$ cat src/rtl/ext_bus_ctrl.sv
module ext_bus_ctrl #(
  parameter int ALE_CYC  = 2,
  parameter int STB_CYC  = 3,
  parameter int INT_SIZE = 4096,
  localparam int IAW = $clog2(INT_SIZE)
) (
  input  logic           clk,
  input  logic           rst_n,
  input  logic           req_valid,
  output logic           req_ready,
  input  logic [1:0]     req_kind,
  input  logic [15:0]    req_addr,
  input  logic [7:0]     req_wdata,
  output logic [7:0]     rsp_rdata,
  output logic           rsp_done,
  input  logic           ext_access_n,
  output logic           int_rd_en,
  output logic [IAW-1:0] int_addr,
  input  logic [7:0]     int_rdata,
  output logic [7:0]     mux_out,
  output logic           mux_oe,
  input  logic [7:0]     mux_in,
  output logic [7:0]     addr_hi,
  output logic           addr_stb,
  output logic           code_rd_n,
  output logic           dat_rd_n,
  output logic           dat_wr_n
);
  localparam int CMAX = (ALE_CYC > STB_CYC) ? ALE_CYC : STB_CYC;
  localparam int CW   = $clog2(CMAX + 1);

  typedef enum logic [2:0] {S_IDLE, S_ADDR, S_HOLD, S_STRB, S_INT, S_DONE} st_t;

  st_t         st;
  logic [CW-1:0] cnt;
  logic [1:0]  kind_q;
  logic [15:0] addr_q;
  logic [7:0]  wdata_q, rdata_q;

  wire is_fetch = (kind_q == 2'b00);
  wire is_write = (kind_q == 2'b10);
  wire bus_act  = (st == S_ADDR) || (st == S_HOLD) || (st == S_STRB);
  wire wr_phase = (st == S_STRB) && is_write;
  wire go_int   = (req_kind == 2'b00) && ext_access_n && (32'(req_addr) < INT_SIZE);

  always_ff @(posedge clk or negedge rst_n) begin
    if (!rst_n) begin
      st      <= S_IDLE;
      cnt     <= '0;
      kind_q  <= '0;
      addr_q  <= '0;
      wdata_q <= '0;
      rdata_q <= '0;
    end else begin
      case (st)
        S_IDLE: if (req_valid) begin
          kind_q  <= req_kind;
          addr_q  <= req_addr;
          wdata_q <= req_wdata;
          if (go_int) st <= S_INT;
          else begin
            st  <= S_ADDR;
            cnt <= CW'(ALE_CYC - 1);
          end
        end
        S_ADDR: if (cnt == '0) st <= S_HOLD;
                else cnt <= cnt - 1'b1;
        S_HOLD: begin
          st  <= S_STRB;
          cnt <= CW'(STB_CYC - 1);
        end
        S_STRB: if (cnt == '0) begin
          if (!is_write) rdata_q <= mux_in;
          st <= S_DONE;
        end else cnt <= cnt - 1'b1;
        S_INT: begin
          rdata_q <= int_rdata;
          st      <= S_DONE;
        end
        default: st <= S_IDLE;
      endcase
    end
  end

  assign req_ready = (st == S_IDLE);
  assign rsp_done  = (st == S_DONE);
  assign rsp_rdata = rdata_q;
  assign int_rd_en = (st == S_INT);
  assign int_addr  = addr_q[IAW-1:0];
  assign addr_stb  = (st == S_ADDR);
  assign addr_hi   = bus_act ? addr_q[15:8] : 8'h00;
  assign mux_oe    = (st == S_ADDR) || (st == S_HOLD) || wr_phase;
  assign mux_out   = wr_phase ? wdata_q :
                     ((st == S_ADDR) || (st == S_HOLD)) ? addr_q[7:0] : 8'h00;
  assign code_rd_n = !((st == S_STRB) && is_fetch);
  assign dat_rd_n  = !((st == S_STRB) && !is_fetch && !is_write);
  assign dat_wr_n  = !wr_phase;
endmodule

$ cat config.mk
export PLATFORM = sky130hd
export DESIGN_NAME = ext_bus_ctrl
export DESIGN_NICKNAME = d
export VERILOG_FILES = /design/src/rtl/ext_bus_ctrl.sv
export SDC_FILE = /design/constraint.sdc
export NUM_CORES = 1
export LEC_CHECK = 0
export BUFFER_PORTS_ARGS = -buffer_cell sky130_fd_sc_hd__clkbuf_2
export CORE_MARGIN = 2
export CORE_UTILIZATION = 25
export DETAILED_ROUTE_END_ITERATION = 8
export PLACE_DENSITY = 0.47
export SLEW_MARGIN = 0
export SYNTH_ARGS = -nofsm -noshare
export SYNTH_HDL_FRONTEND = slang
export SYNTH_SLANG_ARGS = --single-unit
$ cat constraint.sdc
create_clock -name clk -period 1.5 [get_ports clk]
set_input_delay 0.3 -clock clk [delete_from_list [all_inputs] [get_ports clk]]
set_output_delay 0.3 -clock clk [all_outputs]
set_load 0.03 [all_outputs]
# [After elaboration in Yosys (flattened, before gate mapping)]
# Cells that the tools add are included.
# Widths: inputs -> output; s select.
[word_totals] reg_bits=39 latch_bits=0 ram_bits=0 mem_bits_ro=0 input_bits=46 out_inout_bits=44 wordCells=60 memories=0
[op_classes] n_addsub=1 mul=0 n_div=0 n_lt_le_gt_ge=1 eq_ne=12 shifts=0 muxes=15 n_bitwise=0 n_reduce_logical=25
[ops] operator="$mux 8" count=5
[ops] operator="$lt 16x13->1 const B" count=1
[ops] operator="$pmux 8 s2" count=1
[ops] operator="$pmux 3 s5" count=1
[ops] operator="$mux 3" count=4
[ops] operator="$ne 2x2->1 const B" count=5
[ops] operator="$eq 3x2->1 const B" count=2
[ops] operator="$eq 3x3->1 const B" count=2
[ops] operator="$logic_and 1x1->1" count=6
[ops] operator="$logic_not 2->1" count=3
[ops] operator="$mux 2" count=3
[ops] operator="$pmux 2 s3" count=1
[ops] operator="$reduce_and 3->1" count=2
[ops] operator="$logic_not 1->1" count=5
[ops] operator="$reduce_and 4->1" count=1
[ops] operator="$eq 3x1->1 const B" count=1
[ops] operator="$logic_not 3->1" count=1
[ops] operator="$logic_or 1x1->1" count=3
[ops] operator="$reduce_bool 3->1" count=1
[ops] operator="$eq 2x2->1 const B" count=1
[ops] operator="$ne 2x1->1 const B" count=1
[ops] operator="$reduce_and 2->1" count=1
[ops] operator="$reduce_bool 2->1" count=1
[ops] operator="$reduce_or 2->1" count=1
[ops] operator="$sub 2x1->2 const B" count=1

# [Longest topological paths before layout]
[depth] word_depth=6 ltp_mapped=5 depth_no_buf=5

# [Least setup slack after synthesis]
# No wires, ideal clock.
[synth_path] path_type="register to output" startpoint="register st[2]" endpoint="output port rsp_done" arrival_time_ps=1475 t_required_ps=1200 path_slack_ps=-275 path_stages_with_launch=4 cell_sequence="dfrtp_1 -> clkbuf_1 -> inv_1 -> nor3_1"
[synth_between] elab_chain_len=1
[synth_lines] item="from (decl)" line_no="34" source="st_t st;"
[synth_lines] item="from (signal assigned)" line_no="48" source="st <= S_IDLE;"
[synth_lines] item="from (signal assigned)" line_no="60" source="if (go_int) st <= S_INT;"
[synth_lines] item="from (signal assigned)" line_no="62" source="st <= S_ADDR;"
[synth_lines] item="$eq 3x3->1" line_no="86" source="assign rsp_done = (st == S_DONE);"
[synth_lines] item="to (decl)" line_no="15" source="output logic rsp_done,"
# No other way between the ends.

# [Worst setup path in the final report]
[layout_path] startpoint="register st[0]" endpoint="output port mux_oe"
[layout_between] elab_chain_len=3
[layout_lines] item="$eq 3x1->1, or another cell as far along" line_no="92" source="assign mux_oe = (st == S_ADDR) || (st == S_HOLD) || wr_phase;"
[layout_lines] item="$logic_or 1x1->1 / $logic_and 1x1->1 (equally long branches)" line_no="92, 43"
[layout_lines] item="$logic_or 1x1->1 *" line_no="92"
[layout_lines] item="to (decl)" line_no="21" source="output logic mux_oe,"
# Mark *: on every way between the ends. The rest lies on a longest branch, timed or not.

==> impl_metrics.ini <==
[status]
status = finished, violations left
violations = setup timing

[clocking]
cts_sinks = 39
h-tree-depth = 2
clockRootBuffer = clkbuf_8
clockBufferDepth = 2
clk_pin_slew_ns = 0.08
cts_tree = yes
cts_made_buffers = 5
clk_latency_ns = 0.29

[finish]
final_util_pct = 43.1
num_antenna_cells = 0
layout.nets = 325
area_delta_synth_final_pct = 66.2
layout-drive-gt1-share_pct = 69.8
final_cells = 380

[global_routing]
antenna_found_initial = 0
gr-total-overflow = 0
grt_max_degree = 25
grt_pass1_wl_um = 8220
grt_pass1_vias = 1672
grt_usage_pct = 11.9

[logic_synthesis]
synth_top_family_by_area = multiplexers
ys_ff_latch = 39
synthesis.area_um2 = 2010
yosys.area.top_type = dfrtp_1
ys.flop_type = dfrtp_1
netlist_top_cells_count = dfrtp_1, mux2_1, buf_4, and2_1, a22o_1
muxShareOfSynthArea_pct = 23.5
synth-simple-area-share_pct = 11.4
yosysMostFrequentCell = dfrtp_1
synth_area_leaders = dfrtp_1, mux2_1, buf_4
synthAdderAreaFrac_pct = 0.622
avgSynthCellArea_um2 = 12.2
synth.distinct_cells = 34
syn_inst = 165
syn-num-nets = 212
synthXorXnorAreaFrac_pct = 0.870
yosysWarnings = 0
synth_edf_count = 0
async_flop_share_pct = 100
netlist.area_leader.share_pct = 48.5
synth-compound-area-share_pct = 7.46
ys_seq_area_share_pct = 48.5

[drt]
routed_wl_um = 5230
ant_nets = 0
wl_met2_um = 2420
dr.pass1.iters = 4
top_layer_used = met4
avgRoutedWirePerCell_um = 13.8
wl_met1_um = 2440
first_iter_violations = 47
wl_met3_um = 300
via_per_inst = 4.35
vias = 1652
drcViolationCount = 0

[timing]
fin_skew_ns = 0.00750
period_share_pct = 125
tightest_slew_ns = 0.447
finalSetupViolations = 58
final_hold_viol_count = 0
fmax_ghz = 0.534
slew_headroom_pct = 70.2
period_needed_ns = 1.87
tns_ns = -17.44
whs_ns = 0.234
maxSlewViolCount = 0
fin_ws_ns = -0.373
rsz0062_at_grt = yes

[placement]
place_inst = 365
io_buffers = 89
place_congestion = 0.782
dp_hpwl_um = 3650

[setup_path]
cp_data_required_time_ns = 1.20
crit_path_end_kind = output port
arrival_ns = 1.57
path_max_fanout = 9
path_class = reg2out
crit_path_start_kind = flip-flop

[floorplan]
coreArea_um2 = 7770
die_w_um = 93.7
io_pins = 90
fp.dieArea_um2 = 8790
rows = 32
dieHeight_um = 93.7
start_util_pct = 25.9

[run]
cap_violations = 0

[pwr]
max-vdd-ir-drop_mv = 1.48
leakagePower_uw = 0.00163
p_per_area_nw_per_um2 = 2550
total_power_uw = 8530

[min_path]
hp-class = in2reg
per-stage QoR:
step	setup slack [ns]	cell area (µm²)
2_1_floorplan	-0.142	2200
3_3_place_gp	-0.330	2870
3_5_place_dp	-0.377	2870
4_1_cts	-0.383	3260
5_1_grt	-0.448	3350
6_report	-0.373	3350
what timing repair did:
item / CTS / global route
hold buffers: 1 / 0
pin swaps: 2 / 4
hold endpoints to repair: 15 / 0
setup endpoints to repair: 58 / 59
gates cloned: 0 / 2
buffers inserted: 5 / 1
resized for setup: 60 / 16
path summary, 6_finish.rpt:
| kind | from | end | slack (ns) | cells after the start |
|---|---|---|---|---|
| max | st[0] | mux_oe | -0.37 | 5 |
| min | req_addr[4] | addr_q[4] | 0.23 | 2 |
| max reg2reg | st[0] | addr_q[12] | -0.36 | 5 |
| min reg2reg | rsp_rdata[5] | rsp_rdata[5] | 0.49 | 1 |
| max in group asynchronous | rst_n | st[2] | 0.53 | 3 |
| min in group asynchronous | rst_n | cnt[0] | 0.48 | 2 |
placed cells by master (no fill, tap or decap), types with 2 or more instances in the layout:
| master | Yosys | final |
|---|---|---|
| nor2b_1 | 2 | 2 |
| inv_2 | 0 | 2 |
| buf_12 | 0 | 6 |
| clkbuf_2 | 0 | 65 |
| nor2_4 | 1 | 4 |
| clkbuf_8 | 0 | 19 |
| a22o_4 | 0 | 4 |
| nor3b_1 | 2 | 2 |
| inv_1 | 5 | 3 |
| nand2_1 | 4 | 2 |
| clkbuf_4 | 0 | 8 |
| nor3_1 | 5 | 2 |
| nor3_4 | 0 | 2 |
| buf_6 | 2 | 6 |
| dfrtp_1 | 39 | 36 |
| o21ai_0 | 3 | 3 |
| buf_8 | 0 | 3 |
| nor2_1 | 6 | 3 |
| a22o_2 | 0 | 4 |
| dfrtp_2 | 0 | 3 |
| and2_1 | 9 | 9 |
| mux2_1 | 35 | 9 |
| mux2_4 | 0 | 32 |
| nand4_1 | 2 | 2 |
| nor3_2 | 1 | 2 |
| buf_4 | 12 | 22 |
flip-flops by register name (all words and copies together), names as in the netlist:
name       cells
kind_q         2
rsp_rdata      8
st             3
addr_q        16
wdata_q        8
cnt            2
critical path, cell delays in order (launching register included):
cell      delay (ns)
dfrtp_2         0.47
xnor2_2         0.21
nor2_4          0.07
buf_12          0.14
or2_4           0.22
clkbuf_8        0.16
cell families (layout without fill, tap and decap cells):
| group | after synthesis | after routing |
|---|---|---|
| xor gates and xnor gates | 2 | 2 |
| buffers and inverters | 24 | 137 |
| AOI/OAI and AO/OA | 19 | 19 |
| muxes | 42 | 42 |
| and+or+nand+nor | 38 | 38 |
| DFF | 39 | 39 |
| adders and majority gates | 1 | 1 |
power breakdown:
part	total, µW	switching [µW]	internal (µW)
Sequential	1980	378	1600
Clock	725	364	361
Combinational	5830	2910	2930
cell type report:
| cell class | instances | area [µm²] |
|---|---|---|
| clock inverters | 1 | 5.00 |
| well taps | 102 | 128 |
| clock buffers | 6 | 82.6 |
| inverters | 5 | 18.8 |
| fillers | 749 | 4420 |
| multi-input cells | 102 | 1130 |
| repair buffers | 125 | 997 |
| flip-flops and latches | 39 | 980 |
metal layers:
metal	GRT usage, %	up-vias
li1	-	798
met3	2.65	5
met1	15.6	791
met4	3.26	0
met2	19.6	58
met5	0	-
(Power assumes the default switching activity.)
